File: config.mk
export PLATFORM = sky130hd
export DESIGN_NAME = flash_cmd_engine
export DESIGN_NICKNAME = d
export VERILOG_FILES = /design/src/rtl/flash_cmd_pkg.sv /design/src/rtl/fce_seq_decoder.sv /design/src/rtl/fce_op_ctrl.sv /design/src/rtl/fce_word_array.sv /design/src/rtl/fce_status_mux.sv /design/src/rtl/flash_cmd_engine.sv
export SDC_FILE = /design/constraint.sdc
export NUM_CORES = 1
export LEC_CHECK = 0
export BUFFER_PORTS_ARGS = -buffer_cell sky130_fd_sc_hd__buf_2
export CORE_MARGIN = 2
export CORE_UTILIZATION = 49
export DETAILED_ROUTE_END_ITERATION = 7
export PLACE_DENSITY = 0.65
export SYNTH_ARGS = -nofsm -noshare
export SYNTH_HDL_FRONTEND = slang
export SYNTH_SLANG_ARGS = --single-unit
File: constraint.sdc
create_clock -name clk -period 2.21 [get_ports clk]
set_input_delay 0 -clock clk [delete_from_list [all_inputs] [get_ports clk]]
set_output_delay 0 -clock clk [all_outputs]
set_load 0.03 [all_outputs]
File: src/rtl/flash_cmd_pkg.sv
package flash_cmd_pkg;

    typedef enum logic [2:0] {
        OP_NONE = 3'd0,
        OP_PROG = 3'd1,
        OP_SECT = 3'd2,
        OP_BLK  = 3'd3,
        OP_CHIP = 3'd4
    } op_e;

    typedef enum logic [2:0] {
        D_IDLE, D_UNL1, D_UNL2, D_PGM, D_ERS1, D_ERS2, D_ERS3
    } dec_e;

    typedef enum logic [2:0] {
        C_IDLE, C_PROG, C_ERASE, C_SUSP, C_SUSP_PROG
    } ctl_e;

    typedef enum logic [1:0] {
        RM_ARRAY, RM_PROG, RM_ERASE, RM_SUSP_HIT
    } rdmode_e;

    localparam logic [15:0] UNLOCK_ADR_A = 16'h5555;
    localparam logic [15:0] UNLOCK_ADR_B = 16'h2AAA;
    localparam logic [7:0]  KEY_A        = 8'hAA;
    localparam logic [7:0]  KEY_B        = 8'h55;
    localparam logic [7:0]  CMD_PROG     = 8'hA0;
    localparam logic [7:0]  CMD_ERS_SET  = 8'h80;
    localparam logic [7:0]  CMD_CHIP     = 8'h10;
    localparam logic [7:0]  CMD_SECT     = 8'h30;
    localparam logic [7:0]  CMD_BLK      = 8'h50;
    localparam logic [7:0]  CMD_SUSPEND  = 8'hB0;
    localparam logic [7:0]  CMD_RESUME   = 8'h30;

endpackage

File: src/rtl/fce_seq_decoder.sv
module fce_seq_decoder
    import flash_cmd_pkg::*;
#(
    parameter int ADDR_W = 16
) (
    input  logic              clk,
    input  logic              rst_n,
    input  logic              en,
    input  logic              we,
    input  logic [ADDR_W-1:0] addr,
    input  logic [15:0]       wdata,
    output logic              cmd_fire,
    output op_e               cmd_op,
    output logic              is_idle
);
    dec_e state_q, state_n;

    logic at_a, at_b;
    logic [7:0] cb;

    assign at_a = (addr[15:0] == UNLOCK_ADR_A);
    assign at_b = (addr[15:0] == UNLOCK_ADR_B);
    assign cb   = wdata[7:0];

    always_ff @(posedge clk or negedge rst_n) begin
        if (!rst_n) state_q <= D_IDLE;
        else        state_q <= state_n;
    end

    always_comb begin
        state_n  = state_q;
        cmd_fire = 1'b0;
        cmd_op   = OP_NONE;
        if (!en) begin
            state_n = D_IDLE;
        end else if (we) begin
            state_n = D_IDLE;
            unique case (state_q)
                D_IDLE: if (at_a && cb == KEY_A) state_n = D_UNL1;
                D_UNL1: if (at_b && cb == KEY_B) state_n = D_UNL2;
                D_UNL2: begin
                    if (at_a && cb == CMD_PROG)         state_n = D_PGM;
                    else if (at_a && cb == CMD_ERS_SET) state_n = D_ERS1;
                end
                D_PGM: begin
                    cmd_fire = 1'b1;
                    cmd_op   = OP_PROG;
                end
                D_ERS1: if (at_a && cb == KEY_A) state_n = D_ERS2;
                D_ERS2: if (at_b && cb == KEY_B) state_n = D_ERS3;
                D_ERS3: begin
                    if (at_a && cb == CMD_CHIP) begin
                        cmd_fire = 1'b1;
                        cmd_op   = OP_CHIP;
                    end else if (cb == CMD_SECT) begin
                        cmd_fire = 1'b1;
                        cmd_op   = OP_SECT;
                    end else if (cb == CMD_BLK) begin
                        cmd_fire = 1'b1;
                        cmd_op   = OP_BLK;
                    end
                end
                default: state_n = D_IDLE;
            endcase
        end
    end

    assign is_idle = (state_q == D_IDLE);

endmodule

File: src/rtl/fce_op_ctrl.sv
module fce_op_ctrl
    import flash_cmd_pkg::*;
#(
    parameter int ADDR_W    = 16,
    parameter int ARR_AW    = 4,
    parameter int SECT_W    = 2,
    parameter int BLK_W     = 1,
    parameter int PROG_CYC  = 6,
    parameter int ERASE_CYC = 20
) (
    input  logic              clk,
    input  logic              rst_n,
    input  logic              we,
    input  logic [ADDR_W-1:0] addr,
    input  logic [15:0]       wdata,
    input  logic              wp_n,
    input  logic              cmd_fire,
    input  op_e               cmd_op,
    input  logic              dec_idle,
    output logic              dec_en,
    output logic              busy,
    output logic              op_idle,
    output op_e               op_active,
    output logic              susp_active,
    output logic [SECT_W-1:0] susp_sector,
    output logic              pgm_apply,
    output logic [ARR_AW-1:0] pgm_idx,
    output logic [15:0]       pgm_data,
    output logic              ers_apply,
    output op_e               ers_op,
    output logic [SECT_W-1:0] ers_sect,
    output rdmode_e           rd_mode
);
    localparam int PCW = $clog2(PROG_CYC + 1);
    localparam int ECW = $clog2(ERASE_CYC + 1);

    ctl_e state_q, state_n;
    logic [PCW-1:0] pgm_cnt;
    logic [ECW-1:0] ers_cnt;

    logic [ARR_AW-1:0] a_idx;
    logic [SECT_W-1:0] a_sect;
    logic              a_hit;
    logic              go_prog;

    assign a_idx  = addr[ARR_AW-1:0];
    assign a_sect = a_idx[ARR_AW-1 -: SECT_W];
    assign a_hit  = (ers_op == OP_BLK) ?
                    (a_sect[SECT_W-1 -: BLK_W] == ers_sect[SECT_W-1 -: BLK_W]) :
                    (a_sect == ers_sect);
    assign go_prog = cmd_fire && (cmd_op == OP_PROG);

    always_ff @(posedge clk or negedge rst_n) begin
        if (!rst_n) state_q <= C_IDLE;
        else        state_q <= state_n;
    end

    always_comb begin
        state_n = state_q;
        unique case (state_q)
            C_IDLE: begin
                if (go_prog) state_n = C_PROG;
                else if (cmd_fire && (cmd_op == OP_SECT || cmd_op == OP_BLK))
                    state_n = C_ERASE;
                else if (cmd_fire && cmd_op == OP_CHIP && wp_n)
                    state_n = C_ERASE;
            end
            C_PROG: if (pgm_cnt == '0) state_n = C_IDLE;
            C_ERASE: begin
                if (ers_cnt == '0)
                    state_n = C_IDLE;
                else if (we && wdata[7:0] == CMD_SUSPEND && ers_op != OP_CHIP)
                    state_n = C_SUSP;
            end
            C_SUSP: begin
                if (go_prog && !a_hit)
                    state_n = C_SUSP_PROG;
                else if (dec_idle && we && wdata[7:0] == CMD_RESUME)
                    state_n = C_ERASE;
            end
            C_SUSP_PROG: if (pgm_cnt == '0) state_n = C_SUSP;
            default: state_n = C_IDLE;
        endcase
    end

    always_ff @(posedge clk or negedge rst_n) begin
        if (!rst_n) begin
            pgm_cnt  <= '0;
            ers_cnt  <= '0;
            pgm_idx  <= '0;
            pgm_data <= '0;
            ers_op   <= OP_NONE;
            ers_sect <= '0;
        end else begin
            if ((state_q == C_IDLE && state_n == C_PROG) ||
                (state_q == C_SUSP && state_n == C_SUSP_PROG)) begin
                pgm_cnt  <= PCW'(PROG_CYC - 1);
                pgm_idx  <= a_idx;
                pgm_data <= wdata;
            end else if ((state_q == C_PROG || state_q == C_SUSP_PROG) && pgm_cnt != '0) begin
                pgm_cnt <= pgm_cnt - 1'b1;
            end
            if (state_q == C_IDLE && state_n == C_ERASE) begin
                ers_cnt  <= ECW'(ERASE_CYC - 1);
                ers_op   <= cmd_op;
                ers_sect <= a_sect;
            end else if (state_q == C_ERASE && state_n == C_ERASE) begin
                ers_cnt <= ers_cnt - 1'b1;
            end
        end
    end

    always_comb begin
        busy        = 1'b0;
        susp_active = 1'b0;
        op_active   = OP_NONE;
        rd_mode     = RM_ARRAY;
        pgm_apply   = 1'b0;
        ers_apply   = 1'b0;
        unique case (state_q)
            C_IDLE: ;
            C_PROG: begin
                busy      = 1'b1;
                op_active = OP_PROG;
                rd_mode   = RM_PROG;
                pgm_apply = (pgm_cnt == '0);
            end
            C_ERASE: begin
                busy      = 1'b1;
                op_active = ers_op;
                rd_mode   = RM_ERASE;
                ers_apply = (ers_cnt == '0);
            end
            C_SUSP: begin
                susp_active = 1'b1;
                op_active   = ers_op;
                rd_mode     = a_hit ? RM_SUSP_HIT : RM_ARRAY;
            end
            C_SUSP_PROG: begin
                busy        = 1'b1;
                susp_active = 1'b1;
                op_active   = OP_PROG;
                rd_mode     = RM_PROG;
                pgm_apply   = (pgm_cnt == '0);
            end
            default: ;
        endcase
    end

    assign dec_en      = (state_q == C_IDLE) || (state_q == C_SUSP);
    assign op_idle     = (state_q == C_IDLE);
    assign susp_sector = susp_active ? ers_sect : '0;

endmodule

File: src/rtl/fce_word_array.sv
module fce_word_array
    import flash_cmd_pkg::*;
#(
    parameter int ARR_AW = 4,
    parameter int SECT_W = 2,
    parameter int BLK_W  = 1
) (
    input  logic              clk,
    input  logic              rst_n,
    input  logic              pgm_en,
    input  logic [ARR_AW-1:0] pgm_idx,
    input  logic [15:0]       pgm_data,
    input  logic              ers_en,
    input  op_e               ers_op,
    input  logic [SECT_W-1:0] ers_sect,
    input  logic [ARR_AW-1:0] rd_idx,
    output logic [15:0]       rd_word
);
    localparam int DEPTH = 1 << ARR_AW;

    logic [15:0] mem [DEPTH];

    for (genvar w = 0; w < DEPTH; w++) begin : g_word
        localparam logic [ARR_AW-1:0] IDX = ARR_AW'(w);
        logic [SECT_W-1:0] my_sect;
        logic              wipe;
        assign my_sect = IDX[ARR_AW-1 -: SECT_W];
        assign wipe = ers_en && (
            (ers_op == OP_CHIP) ||
            (ers_op == OP_SECT && my_sect == ers_sect) ||
            (ers_op == OP_BLK  && my_sect[SECT_W-1 -: BLK_W] == ers_sect[SECT_W-1 -: BLK_W]));

        always_ff @(posedge clk or negedge rst_n) begin
            if (!rst_n)                         mem[w] <= 16'hFFFF;
            else if (wipe)                      mem[w] <= 16'hFFFF;
            else if (pgm_en && pgm_idx == IDX)  mem[w] <= mem[w] & pgm_data;
        end
    end

    assign rd_word = mem[rd_idx];

endmodule

File: src/rtl/fce_status_mux.sv
module fce_status_mux
    import flash_cmd_pkg::*;
(
    input  logic        clk,
    input  logic        rst_n,
    input  logic        rd_en,
    input  rdmode_e     rd_mode,
    input  logic        busy,
    input  logic        op_idle,
    input  logic        prog_d7,
    input  logic [15:0] arr_word,
    output logic [15:0] rdata
);
    logic t6_q, t2_q;
    logic [15:0] word_n;

    always_comb begin
        unique case (rd_mode)
            RM_ARRAY:    word_n = arr_word;
            RM_PROG:     word_n = {8'h00, ~prog_d7, t6_q, 3'b000, 1'b1, 2'b00};
            RM_ERASE:    word_n = {8'h00, 1'b0, t6_q, 3'b000, t2_q, 2'b00};
            RM_SUSP_HIT: word_n = {8'h00, 1'b1, 1'b1, 3'b000, t2_q, 2'b00};
            default:     word_n = arr_word;
        endcase
    end

    always_ff @(posedge clk or negedge rst_n) begin
        if (!rst_n) begin
            rdata <= '0;
            t6_q  <= 1'b0;
            t2_q  <= 1'b0;
        end else begin
            if (rd_en) rdata <= word_n;
            if (!busy)
                t6_q <= 1'b0;
            else if (rd_en && (rd_mode == RM_PROG || rd_mode == RM_ERASE))
                t6_q <= ~t6_q;
            if (op_idle)
                t2_q <= 1'b0;
            else if (rd_en && (rd_mode == RM_ERASE || rd_mode == RM_SUSP_HIT))
                t2_q <= ~t2_q;
        end
    end

endmodule

File: src/rtl/flash_cmd_engine.sv
module flash_cmd_engine
    import flash_cmd_pkg::*;
#(
    parameter int ADDR_W    = 16,
    parameter int ARR_AW    = 4,
    parameter int SECT_W    = 2,
    parameter int BLK_W     = 1,
    parameter int PROG_CYC  = 6,
    parameter int ERASE_CYC = 20
) (
    input  logic              clk,
    input  logic              rst_n,
    input  logic              bus_we,
    input  logic              bus_re,
    input  logic [ADDR_W-1:0] bus_addr,
    input  logic [15:0]       bus_wdata,
    input  logic              wp_n,
    output logic [15:0]       bus_rdata,
    output logic              busy,
    output logic [2:0]        op_active,
    output logic              susp_active,
    output logic [SECT_W-1:0] susp_sector
);
    logic              dec_en, dec_idle, cmd_fire, op_idle;
    op_e               cmd_op, op_cur, ers_op;
    logic              pgm_apply, ers_apply;
    logic [ARR_AW-1:0] pgm_idx;
    logic [15:0]       pgm_data, arr_word;
    logic [SECT_W-1:0] ers_sect;
    rdmode_e           rd_mode;

    fce_seq_decoder #(.ADDR_W(ADDR_W)) u_dec (
        .clk(clk), .rst_n(rst_n), .en(dec_en), .we(bus_we),
        .addr(bus_addr), .wdata(bus_wdata),
        .cmd_fire(cmd_fire), .cmd_op(cmd_op), .is_idle(dec_idle)
    );

    fce_op_ctrl #(
        .ADDR_W(ADDR_W), .ARR_AW(ARR_AW), .SECT_W(SECT_W), .BLK_W(BLK_W),
        .PROG_CYC(PROG_CYC), .ERASE_CYC(ERASE_CYC)
    ) u_ctl (
        .clk(clk), .rst_n(rst_n), .we(bus_we), .addr(bus_addr),
        .wdata(bus_wdata), .wp_n(wp_n), .cmd_fire(cmd_fire), .cmd_op(cmd_op),
        .dec_idle(dec_idle), .dec_en(dec_en), .busy(busy), .op_idle(op_idle),
        .op_active(op_cur), .susp_active(susp_active), .susp_sector(susp_sector),
        .pgm_apply(pgm_apply), .pgm_idx(pgm_idx), .pgm_data(pgm_data),
        .ers_apply(ers_apply), .ers_op(ers_op), .ers_sect(ers_sect),
        .rd_mode(rd_mode)
    );

    fce_word_array #(.ARR_AW(ARR_AW), .SECT_W(SECT_W), .BLK_W(BLK_W)) u_arr (
        .clk(clk), .rst_n(rst_n), .pgm_en(pgm_apply), .pgm_idx(pgm_idx),
        .pgm_data(pgm_data), .ers_en(ers_apply), .ers_op(ers_op),
        .ers_sect(ers_sect), .rd_idx(bus_addr[ARR_AW-1:0]), .rd_word(arr_word)
    );

    fce_status_mux u_stat (
        .clk(clk), .rst_n(rst_n), .rd_en(bus_re), .rd_mode(rd_mode),
        .busy(busy), .op_idle(op_idle), .prog_d7(pgm_data[7]),
        .arr_word(arr_word), .rdata(bus_rdata)
    );

    assign op_active = op_cur;

endmodule

# Yosys cells after proc, flatten, opt, wreduce, memory -nomap -nowiden
# Cells that the tools add are included.
[op_classes] magnitude_cmp=1 n_reduce_logical=93 addsub=2 mux=84 n_eq_ne=56 bitwise=21
[op_table] op="2-to-1 mux 16 bit" count=34
[op_table] op="AND 16 bit" count=16
[op_table] op="binary-select mux 16 bit (select 4 bit)" count=1
[op_table] op="case mux 16 bit (4 select lines)" count=1
[op_table] op="2-to-1 mux 3 bit" count=21
[op_table] op="logical AND 1 bit" count=47
[op_table] op="nonzero test 2 bit" count=19
[op_table] op="equality test 4 bit (second input constant)" count=8
[op_table] op="equality test 8 bit (second input constant)" count=4
[op_table] op="case mux 3 bit (5 select lines)" count=2
[op_table] op="equality test 3 x 2 -> 1 bit (second input constant)" count=9
[op_table] op="equality test 3 bit (second input constant)" count=7
[op_table] op="equality test 16 x 14 -> 1 bit (second input constant)" count=1
[op_table] op="equality test 16 x 15 -> 1 bit (second input constant)" count=1
[op_table] op="equality test 4 x 3 -> 1 bit (second input constant)" count=4
[op_table] op="equality test 8 x 7 -> 1 bit (second input constant)" count=2
[op_table] op="2-to-1 mux 1 bit" count=15
[op_table] op="logical OR 1 bit" count=14
[op_table] op="equality test 3 x 1 -> 1 bit (second input constant)" count=4
[op_table] op="case mux 3 bit (2 select lines)" count=2
[op_table] op="2-to-1 mux 5 bit" count=2
[op_table] op="logical NOT 3 bit" count=3
[op_table] op="equality test 4 x 2 -> 1 bit (second input constant)" count=2
[op_table] op="equality test 8 x 5 -> 1 bit (second input constant)" count=1
[op_table] op="25 further kinds" count=37
[word_totals] regBits=313 out_inout_bits=23 in_bits=37

# Longest topological paths before layout
# Gate-level depths: netlist of run 1.
[depth] word_depth=18 ltp_mapped=10 mapped_depth_nobuf=9

# Hierarchy
# From an unflattened synthesis of run 1, not the netlist that was laid out.
[hier_totals] cells_unflattened=1372 hier_area_um2=15817.7
[by_module_without_submodules] mod="fce_word_array" seq_area_each_um2=6726.5 area_per_inst_um2=12623.4 n_inst=1 cells_each=1061
[by_module_without_submodules] mod="fce_op_ctrl" seq_area_each_um2=900.9 area_per_inst_um2=1786.7 n_inst=1 cells_each=157
[by_module_without_submodules] mod="fce_status_mux" seq_area_each_um2=450.4 area_per_inst_um2=887.1 n_inst=1 cells_each=91
[by_module_without_submodules] mod="fce_seq_decoder" seq_area_each_um2=75.1 area_per_inst_um2=520.5 n_inst=1 cells_each=63

# Worst setup path after synthesis of run 1
# No wires, ideal clock.
[synth_path] path_type="flip-flop to flip-flop" startpoint="reg u_ctl.ers_op[1]" endpoint="reg u_stat.rdata[10]" path_stages_with_launch=10 setup_slack_ns=-0.056 t_arrival_ns=2.188 path_cell_list="dfrtp_1 and3b_1 o21ai_0 a21oi_1 a21oi_1 ha_1 and2_1 clkbuf_1 o211ai_1 o2bb2ai_1"
[synth_via] elab_chain_cells=6
[synth_rtl] item="start, declared" line="fce_op_ctrl.sv:30" rtl="output op_e ers_op,"
[synth_rtl] item="start signal, assigned" line="fce_op_ctrl.sv:105" rtl="ers_op <= cmd_op;"
[synth_rtl] item="equality test 3 x 2 -> 1 bit *" line="fce_op_ctrl.sv:48" rtl="assign a_hit = (ers_op == OP_BLK) ?"
[synth_rtl] item="2-to-1 mux 1 bit *" line="fce_op_ctrl.sv:48"
[synth_rtl] item="2-to-1 mux 2 bit *" line="fce_op_ctrl.sv:137" rtl="rd_mode = a_hit ? RM_SUSP_HIT : RM_ARRAY;"
[synth_rtl] item="case mux 2 bit (3 select lines) *" line="fce_op_ctrl.sv:120" rtl="unique case (state_q)"
[synth_rtl] item="equality test 2 bit, or another cell as far along" line="fce_status_mux.sv:18" rtl="unique case (rd_mode)"
[synth_rtl] item="case mux 16 bit (4 select lines) *" line="fce_status_mux.sv:18"
[synth_rtl] item="end signal, assigned" line="fce_status_mux.sv:33" rtl="if (rd_en) rdata <= word_n;"
[synth_rtl] item="end, declared" line="fce_status_mux.sv:12" rtl="output logic [15:0] rdata"
# Mark *: on every way between the ends. The rest lies on a longest branch, timed or not.
# A chain may end at the register's enable or synchronous reset.

# Worst setup path in the final report of run 1
[layout_path] startpoint="reg u_ctl.pgm_cnt[0]" endpoint="reg u_arr.mem[79] (netlist name)"
[layout_via] elab_chain_cells=4
[layout_rtl] item="start, declared" line="fce_op_ctrl.sv:38" rtl="logic [PCW-1:0] pgm_cnt;"
[layout_rtl] item="start signal, assigned" line="fce_op_ctrl.sv:97" rtl="pgm_cnt <= PCW'(PROG_CYC - 1);"
[layout_rtl] item="start signal, assigned" line="fce_op_ctrl.sv:101" rtl="pgm_cnt <= pgm_cnt - 1'b1;"
[layout_rtl] item="logical NOT 3 bit" line="fce_op_ctrl.sv:126, fce_op_ctrl.sv:144"
[layout_rtl] item="2-to-1 mux 1 bit"
[layout_rtl] item="logical AND 1 bit" line="fce_word_array.sv:36" rtl="else if (pgm_en && pgm_idx == IDX) mem[w] <= mem[w] & pgm_data;"
[layout_rtl] item="nonzero test 2 bit (no source line)"
[layout_rtl] item="end signal, assigned by index" line="fce_word_array.sv:36"
[layout_rtl] item="end, declared" line="fce_word_array.sv:21" rtl="logic [15:0] mem [DEPTH];"
# No other way between the ends.

==> results of run 1 <==
## state kept, by name (all words and copies together), names as in the netlist, 3 cells and up
name            flops
u_arr.mem         256
u_ctl.pgm_data     16
u_ctl.pgm_cnt       3
u_ctl.ers_op        3
u_ctl.state_q       3
u_ctl.pgm_idx       4
u_dec.state_q       3
u_stat.rdata       16
u_ctl.ers_cnt       5
## metrics by stage
| stage | setup slack, ns | setup TNS, ns | std cells | util, % |
|---|---|---|---|---|
| finish | 0.0929 | 0 | 1812 | 58.9 |
| global route | 0.00587 | 0 | 1812 | 58.9 |
| CTS | 0.0141 | 0 | 1810 | 58.6 |
| detailed placement | -0.168 | -0.613 | 1725 | 54.0 |
| global placement | -0.0986 | -0.218 | 1725 | 54.0 |
| floorplan | 0.0103 | 0 | 1299 | - |
## power by group through the flow
stage | Combinational [mW] | Sequential (mW) | Clock, mW
after floorplan | 0.199 | 5.92 | 0
after global placement | 0.535 | 5.88 | 0
after detailed placement | 0.542 | 5.88 | 0
after CTS | 0.571 | 5.80 | 5.82
after global routing | 0.612 | 5.80 | 6.07
final | 0.563 | 5.80 | 5.72
## cell usage in the layout (no fill, tap or decap), types with 7 or more instances in the layout
master	Yosys	layout
nand2_1	294	291
o21ai_0	273	271
dfstp_2	256	256
buf_4	6	60
buf_2	6	57
mux4_2	56	56
dfrtp_1	57	55
clkbuf_16	0	36
mux2_2	27	27
mux2i_1	22	22
dlygate4sd3_1	0	21
buf_12	0	16
nor2b_1	15	15
nor2_1	14	14
inv_1	13	13
nand3_1	13	13
o211ai_1	13	13
a211oi_1	12	12
a22oi_1	12	12
o2bb2ai_1	11	11
clkbuf_1	71	10
a21oi_1	9	8
clkinv_2	0	8
nand2b_1	8	7
nand4_1	7	7
nor4_1	7	7
## final cells by class
type / count / share of cell area, %
clock buffers: 49 / 5.76
clock inverters: 15 / 0.876
inverters: 14 / 0.309
multi-input cells: 881 / 34.7
flip-flops and latches: 313 / 48.0
well taps: 384 / 2.83
repair buffers: 156 / 7.60
## worst paths after layout
check | end | start | cells after the start | slack [ns]
setup / recovery | u_arr.mem[79] | u_ctl.pgm_cnt[0] | 9 | 0.09
hold / removal | u_ctl.ers_cnt[4] | bus_addr[13] | 5 | 0.03
setup reg to reg | u_arr.mem[79] | u_ctl.pgm_cnt[0] | 9 | 0.09
hold reg to reg | u_arr.mem[241] | u_arr.mem[241] | 2 | 0.47
max in group asynchronous | u_arr.mem[163] | rst_n | 3 | 1.30
min in group asynchronous | u_ctl.pgm_data[14] | rst_n | 2 | 0.08
## worst max-delay path: cells and delay by family (launching register included)
kind                     cells  cell delay (ns)
adder cells (fa/ha/maj)      2             0.34
flip-flops                   1             0.38
buffers and inverters        2             0.31
AND/OR/NAND/NOR              4             0.80
AO/OA/AOI/OAI                1             0.21
## cell families after synthesis
family | Yosys count
mux | 106
simple gates | 406
fa+ha+maj | 7
compound gates | 354
flops | 313
xor+xnor | 8
buf+inv | 105
## metal layers
metal  share of wire, %  vias to the layer above
met4                1.8                        0
met3                5.6                       57
met5                  0                        -
met1                 46                     5590
li1                   -                     4817
met2                 47                      349
## what timing repair did
action,4_1_cts,5_1_grt
hold buffers,21,0
setup endpoints to repair,5,131
buffers inserted,0,2
hold endpoints to repair,109,0
pin swaps,0,1
gates resized for setup,3,13
==> metrics.csv, run 1 <==
metric,value,unit
drt-initial-drc-count,794,
synthAdderAreaFrac,0.607,%
grt_pass1_wl,62400,um
switching_share,22.7,%
status,finished clean,
synthMuxAreaShare,12.5,%
power_frac_comb,4.7,%
drv_cap,0,
holdWs,0.0338,ns
crit_required,2.64,ns
synth_seq_cells,313,
synth-async-reset-ratio,100,%
initial_core_util,50.0,%
peakVddDrop,0.000530,V
finalSetupViolations,0,
core.rowCount,62,
yosysMostFrequentCell,nand2_1,
layout.nets,1445,
yosys-top-cells-count,"nand2_1, o21ai_0, dfstp_2",
design_area,17000,um2
synthCells,1299,
slowest_delay,0.39,ns
placed_area,15600,um2
gp_congestion,0.844,
synth_compound_area_share,13.8,%
register_area,8160,um2
crit_arrival,2.55,ns
ys_seq_area_share,56.5,%
grt_max_degree,84,
cts_tree,yes,
p_seq_share,48.0,%
fin_skew,0.0310,ns
power,12.1,mW
port_buffers,59,
diodes,0,
fin_crit,2.12,ns
ant_nets,0,
drive_above_1_share,38.9,%
final_hold_viol_count,0,
die_width,176,um
nFillCells,2376,
grt_use_total,25.9,%
die_h,176,um
synthDistinctLibCells,65,
die_area,30800,um2
power-per-cell-area,711,nW/um2
synth_top_family_by_area,compound AO/OA/AOI/OAI gates,
grt_busiest_layer,met2,
core,28900,um2
grt_use_met3,3.57,%
synth.area.top_cells,"dfstp_2, dfrtp_1, o21ai_0",
drc_errors,0,
leakagePower,8.10,nW
cp-end-kind,flip-flop,
synth_xor_area_share,0.538,%
fmax,472,MHz
multi_input_area,5890,um2
slew_viol_final,0,
syn_avg_cell_area,11.1,um2
synth_nets,1343,
synth_edf_count,0,
synth_largest_area_cell,dfstp_2,
cts-buffers-inserted,35,
crit_chain,inv_1 > ha_1 > ha_1 > nand2b_2 > and4bb_2 > nand2_1 > buf_4 > o21ai_0 > nand2_1,
antenna_found_initial,0,
wl_per_cell,21.6,um
routed_wl,39100,um
syn_to_final_growth,17.9,%
drt-vias-per-instance,5.97,
relSlewSlack,48.2,%
syn_area,14400,um2
worstPathMaxFanout,13,
htreeDepth,2,
dr.pass1.iters,7,
p_int,9.34,mW
grt_overflow,0,
synth_warnings,0,
rsz0062_at_grt,yes,
clock_sinks,313,
p_clk_share,47.4,%
switchingPower,2.75,mW
use_met2,41.2,%
vias,10813,
synth_top_area_share,46.7,%
cp_slowest_cell,and4bb_2,
clock_latency,0.53,ns
crit_type,flip-flop to flip-flop,
place.detailed.hpwl,24300,um
worst_pin_slew,0.774,ns
grt_pass1_vias,11019,
synth_ff_type,dfstp_2,
clock-root-buffer,clkbuf_16,
cts_buffer_depth,3,
hold_class,input port to flip-flop,
start_kind,flip-flop,
synth_simple_gate_area_share,12.9,%
path_clk_slew,0.06,ns
met1_usage,37.7,%
period_share,95.8,%
num_io_pins,60,
No activity file was read; power rests on OpenSTA's default activity.
==> inputs of run 2 (changes only) <==
--- a/config.mk
+++ b/config.mk
@@ -7,9 +7,9 @@
 export LEC_CHECK = 0
 export BUFFER_PORTS_ARGS = -buffer_cell sky130_fd_sc_hd__buf_2
 export CORE_MARGIN = 2
-export CORE_UTILIZATION = 49
+export CORE_UTILIZATION = 56
 export DETAILED_ROUTE_END_ITERATION = 7
-export PLACE_DENSITY = 0.65
+export PLACE_DENSITY = 0.73
 export SYNTH_ARGS = -nofsm -noshare
 export SYNTH_HDL_FRONTEND = slang
 export SYNTH_SLANG_ARGS = --single-unit
==> metrics.csv, run 2 (synthesized netlist as in run 1, its figures left out) <==
metric,value,unit,change
period_share,96.2,%,+0.38 points
drt-vias-per-instance,6.20,,+3.9%
routed_wl,37500,um,-4.3%
drt-initial-drc-count,982,,+24%
crit_arrival,2.56,ns,about the same
leakagePower,8.09,nW,-0.15%
start_kind,flip-flop,,
final_cell_mix,"nand2_1, o21ai_0, dfstp_2",,
clock-root-buffer,clkbuf_16,,
slew_viol_final,0,,unchanged
layout.nets,1439,,-0.42%
regMostFlops,u_arr.mem,,
grt_pass1_vias,11027,,+0.073%
drive_above_1_share,38.6,%,-0.23 points
relSlewSlack,48.2,%,about the same
cts_buffer_depth,3,,unchanged
fin_util,67.0,%,+8.1 points
path_clk_slew,0.06,ns,about the same
clock_sinks,313,,unchanged
holdWs,0.0240,ns,-0.00974 ns
die_area,27000,um2,-12%
crit_required,2.65,ns,about the same
dpl.cell_count,1668,,-3.3%
finalSetupViolations,0,,unchanged
hold_class,input port to flip-flop,,
preCtsSetupSlack,0.0335,ns,+0.202 ns
cp-end-kind,flip-flop,,
crit_type,flip-flop to flip-flop,,
fin_crit,2.13,ns,+0.00842 ns
syn_to_final_growth,17.3,%,
die_width,164,um,-6.3%
cts-buffers-inserted,34,,-2.9%
worst_slack,0.0844,ns,-0.00842 ns
core,25300,um2,-12%
status,finished clean,,
largest_registers,"u_arr.mem x256, u_ctl.pgm_data x16, u_stat.rdata x16",,
power-per-cell-area,722,nW/um2,+1.6%
drc_errors,0,,unchanged
cts_tree,yes,,
num_io_pins,60,,unchanged
largest_register_ffs,256,,unchanged
diodes,0,,unchanged
fmax,470,MHz,-0.40%
antenna_found_initial,1,,+1
grt_use_total,28.7,%,+2.8 points
grt_pass1_wl,59900,um,-3.9%
stdcell_count,1751,,-3.4%
final_hold_viol_count,0,,unchanged
worstPathMaxFanout,8,,-5
rsz0062_at_grt,yes,,
htreeDepth,2,,unchanged
wl_per_cell,21.4,um,-0.94%
initial_core_util,57.1,%,+7.1 points
fin_skew,0.0195,ns,-0.0115 ns
worst_pin_slew,0.774,ns,+0.000325 ns
nFillCells,1844,,-22%
place.detailed.hpwl,23700,um,-2.7%
ant_nets,0,,unchanged
port_buffers,59,,unchanged
peakVddDrop,0.000544,V,+2.5%
core.rowCount,58,,-6.5%
die_h,164,um,-6.3%
gp_congestion,0.876,,+3.8%
mostFrequentLayoutCell,nand2_1,,
vias,10852,,+0.36%
drv_cap,0,,unchanged
grt_max_degree,75,,-11%
clock_latency,0.52,ns,about the same
grt_overflow,0,,unchanged
dr.pass1.iters,6,,-1
run 2: layout make-up:
type	count	area, um2	area share (%)
Timing Repair Buffer	151	1230	7.25
Clock buffer	49	978	5.78
Clock inverter	13	188	1.11
Sequential cell	313	8160	48.2
Tap cell	330	413	2.44
Inverter	14	52.6	0.311
Multi-Input combinational cell	881	5900	34.9
run 2: metrics by stage:
step / cell area [um2] / setup TNS [ns] / power (mW)
after floorplan: 14400 / 0 / 6.11
after global placement: 15500 / 0 / 6.41
after detailed placement: 15500 / 0 / 6.41
after CTS: 16800 / 0 / 12.3
after global routing: 16900 / -0.0322 / 12.6
final: 16900 / 0 / 12.2
run 2: final timing paths:
path / startpoint / to / slack (ns) / cells after the start
setup / recovery: u_ctl.pgm_cnt[0] / u_ctl.ers_cnt[3] / 0.08 / 8
hold / removal: bus_addr[7] / u_ctl.ers_cnt[4] / 0.02 / 6
setup reg to reg: u_ctl.pgm_cnt[0] / u_ctl.ers_cnt[3] / 0.08 / 8
hold reg to reg: u_arr.mem[108] / u_arr.mem[108] / 0.48 / 2
max in group asynchronous: rst_n / u_arr.mem[71] / 1.31 / 3
min in group asynchronous: rst_n / u_ctl.pgm_data[12] / 0.05 / 2
run 2: layer usage:
| metal | routed length, um | track usage (%) | vias up |
|---|---|---|---|
| met1 | 15800 | 39.8 | 5491 |
| li1 | - | - | 4816 |
| met5 | 12 | 0 | - |
| met2 | 17800 | 46.8 | 442 |
| met3 | 2750 | 4.75 | 101 |
| met4 | 1080 | 9.05 | 2 |
run 2: report_power, final:
group / switching, mW / internal (mW) / leakage, nW
logic: 0.361 / 0.197 / 4.12
registers: 0.0175 / 5.78 / 3.39
clock network: 2.29 / 3.57 / 0.576
run 2: timing repair:
item                                    CTS  global route
endpoints found under the setup margin    0           160
setup buffers                             0             0
resized for setup                         0            18
endpoints found under the hold margin   117             0
hold buffers                             21             0
run 2: worst max-delay path: stages (launching register included):
cell,delay [ns]
dfrtp_1,0.39
inv_1,0.06
ha_1,0.14
ha_2,0.22
nand2b_1,0.14
o32a_4,0.28
or3_1,0.36
or3_1,0.31
a21oi_1,0.14
==> inputs of run 3 (changes only) <==
--- a/config.mk
+++ b/config.mk
@@ -12,4 +12,5 @@
 export PLACE_DENSITY = 0.73
 export SYNTH_ARGS = -nofsm -noshare
 export SYNTH_HDL_FRONTEND = slang
+export SYNTH_HIERARCHICAL = 1
 export SYNTH_SLANG_ARGS = --single-unit
==> metrics.csv, run 3 <==
metric,value,unit,change
peakVddDrop,0.000565,V,+3.9%
dr.pass1.iters,7,,+1
cts_tree,yes,,
cp_num_buf_inv,1,,unchanged
fin_skew,0.0217,ns,+0.00217 ns
synth_ff_type,dfstp_2,,
rsz0062_at_grt,yes,,
htreeDepth,2,,unchanged
wl_per_cell,28.8,um,+35%
multi_input_area,8420,um2,+43%
fmax,320,MHz,-32%
synth_top_family_by_area,compound AO/OA/AOI/OAI gates,,
place.detailed.hpwl,24900,um,+5.3%
synth_nets,1417,,+5.5%
syn_avg_cell_area,11.5,um2,+3.9%
cp-end-kind,flip-flop,,
vias,13670,,+26%
placed_area,17000,um2,+9.9%
die_width,172,um,+4.6%
synth_xor_area_share,0.332,%,-0.21 points
drc_errors,0,,unchanged
synth_simple_gate_area_share,5.91,%,-7.0 points
path_clk_slew,0.06,ns,about the same
num_io_pins,60,,unchanged
crit_family,simple AND/OR/NAND/NOR gates,,
grt_max_degree,77,,+2.7%
synth_compound_area_share,24.3,%,+11 points
grt_use_total,30.7,%,+2.0 points
nFillCells,1632,,-11%
synth_largest_area_cell,dfstp_2,,
finalSetupViolations,192,,+192
synthDistinctLibCells,67,,+3.1%
worst_pin_slew,1.15,ns,+0.374 ns
critPathMostFrequentCell,nand3_2,,
final_hold_viol_count,0,,unchanged
drv_cap,0,,unchanged
initial_core_util,56.9,%,-0.15 points
crit_arrival,3.56,ns,+1.00 ns
mostFrequentLayoutCell,dfstp_2,,
clock_sinks,313,,unchanged
preCtsSetupSlack,-0.920,ns,-0.953 ns
syn_area,15800,um2,+9.7%
yosys-top-cells-count,"o21ai_0, o31ai_1, dfstp_2",,
tns,-37.74,ns,-37.74 ns
synthCells,1372,,+5.6%
core,27800,um2,+10%
synth_warnings,6,,+6
die_area,29600,um2,+9.5%
worst_slack,-0.912,ns,-0.997 ns
hold_class,input port to flip-flop,,
crit_required,2.65,ns,about the same
largest_register_ffs,256,,unchanged
drt-vias-per-instance,7.26,,+17%
fin_crit,3.12,ns,+0.997 ns
antenna_found_initial,1,,unchanged
drive_above_1_share,52.3,%,+14 points
syn_to_final_growth,31.5,%,
grt_pass1_vias,12528,,+14%
clock_latency,0.52,ns,about the same
port_buffers,59,,unchanged
gp_congestion,0.890,,+1.6%
drt-initial-drc-count,1632,,+66%
synthMuxAreaShare,11.6,%,-0.87 points
cts-buffers-inserted,34,,unchanged
violations,negative setup slack,,
power,12.1,mW,-0.97%
leakagePower,7.51,nW,-7.2%
die_h,172,um,+4.6%
regToRegSetupSlack,-0.91,ns,-1.00 ns
worstPathMaxFanout,4,,-4
crit_type,flip-flop to flip-flop,,
diodes,0,,unchanged
clock-root-buffer,clkbuf_16,,
ys_seq_area_share,51.5,%,-5.0 points
cts_buffer_depth,3,,unchanged
power-per-cell-area,581,nW/um2,-19%
period_share,141,%,+45 points
final_cell_mix,"dfstp_2, o21ai_1, o21ai_0",,
synth.area.top_cells,"dfstp_2, o31ai_1, dfrtp_1",,
register_area,8150,um2,about the same
synthAdderAreaFrac,0.633,%,+0.025 points
relSlewSlack,23.5,%,-25 points
largest_registers,"u_arr/mem x256, u_ctl/pgm_data x16, u_stat/rdata x16",,
slew_viol_final,0,,unchanged
grt_overflow,0,,unchanged
cp_slowest_cell,or4_1,,
grt_pass1_wl,70500,um,+18%
design_area,20800,um2,+23%
yosysMostFrequentCell,o21ai_0,,
routed_wl,54300,um,+45%
fin_util,74.8,%,+7.9 points
regMostFlops,u_arr/mem,,
status,"complete, but fails checks",,
slowest_delay,0.46,ns,+0.07 ns
synth_edf_count,0,,unchanged
layout.nets,1527,,+6.1%
synth-async-reset-ratio,100,%,unchanged
core.rowCount,61,,+5.2%
ant_nets,0,,unchanged
crit_chain,or2_4 > a21oi_4 > nand3_2 > nor3b_2 > nand3_2 > buf_6 > nor2_4 > nor4bb_4 > o311a_1 > a41o_1 > a2111o_1 > or4_1 > nand3_1,,
synth_top_area_share,42.5,%,-4.1 points
start_kind,flip-flop,,
synth_seq_cells,313,,unchanged
[run 3: cell types whose count changed in the layout (fill, tap and decap cells not counted), sizes merged, moves of 9 or more]
cell | before | now
a211oi | 12 | 1
a22oi | 12 | 32
buf | 130 | 212
clkbuf | 49 | 65
inv | 13 | 29
mux2i | 22 | 1
nand2 | 294 | 33
nor2b | 15 | 5
o211ai | 13 | 1
o21ai | 275 | 284
o2bb2ai | 11 | 0
o31ai | 2 | 258
[run 3: path summary, 6_finish.rpt]
kind / startpoint / to / depth (start not counted)
min in group asynchronous: rst_n / u_arr/mem[213] / 2
max: u_ctl/state_q[0] / u_ctl/ers_cnt[4] / 13
min: bus_re / u_stat/rdata[14] / 2
max in group asynchronous: rst_n / u_arr/mem[218] / 3
min reg2reg: u_arr/mem[31] / u_arr/mem[31] / 2
max reg2reg: u_ctl/state_q[0] / u_ctl/ers_cnt[4] / 13
[run 3: metrics by stage]
step	hold slack, ns	instances
global placement	0.235	1745
finish	0.0454	1884
CTS	0.000973	1843
global route	0.0661	1884
floorplan	-0.296	1372
detailed placement	0.238	1745
[run 3: layout make-up]
type                            instances  area share, %
Multi-Input combinational cell        859           40.5
Clock buffer                           52           4.90
Sequential cell                       313           39.2
Inverter                               28          0.542
Clock inverter                          8          0.572
Timing Repair Buffer                  246           12.0
Tap cell                              378           2.27
[run 3: repair_timing]
item,4_1_cts,5_1_grt
resized for setup,54,397
hold endpoints to repair,145,0
pin swaps,16,37
setup buffers,13,26
cloned,5,20
hold buffers,21,0
setup endpoints to repair,121,234
[run 3: power breakdown]
part           total, mW  leakage, nW  internal, mW  switching [mW]
clock               5.86        0.562          3.53            2.33
sequential          5.76         3.41          5.76        0.000642
combinational      0.472         3.54         0.168           0.304
total               12.1         7.51          9.46            2.63
[run 3: metal layers]
layer / up-vias / wire length [um] / track usage (%)
li1: 5530 / - / -
met5: - / 13 / 0
met3: 258 / 5400 / 6.61
met4: 2 / 2980 / 8.95
met1: 6913 / 20400 / 42.5
met2: 967 / 25500 / 49.2
[run 3: kinds of logic (layout without fill, tap and decap cells)]
| group | count (synthesis) | after routing |
|---|---|---|
| and+or+nand+nor | 149 | 149 |
| DFF | 313 | 313 |
| buffers and inverters | 200 | 334 |
| adders and majority gates | 8 | 8 |
| AOI/OAI and AO/OA | 606 | 606 |
| muxes | 90 | 90 |
| xor gates and xnor gates | 6 | 6 |
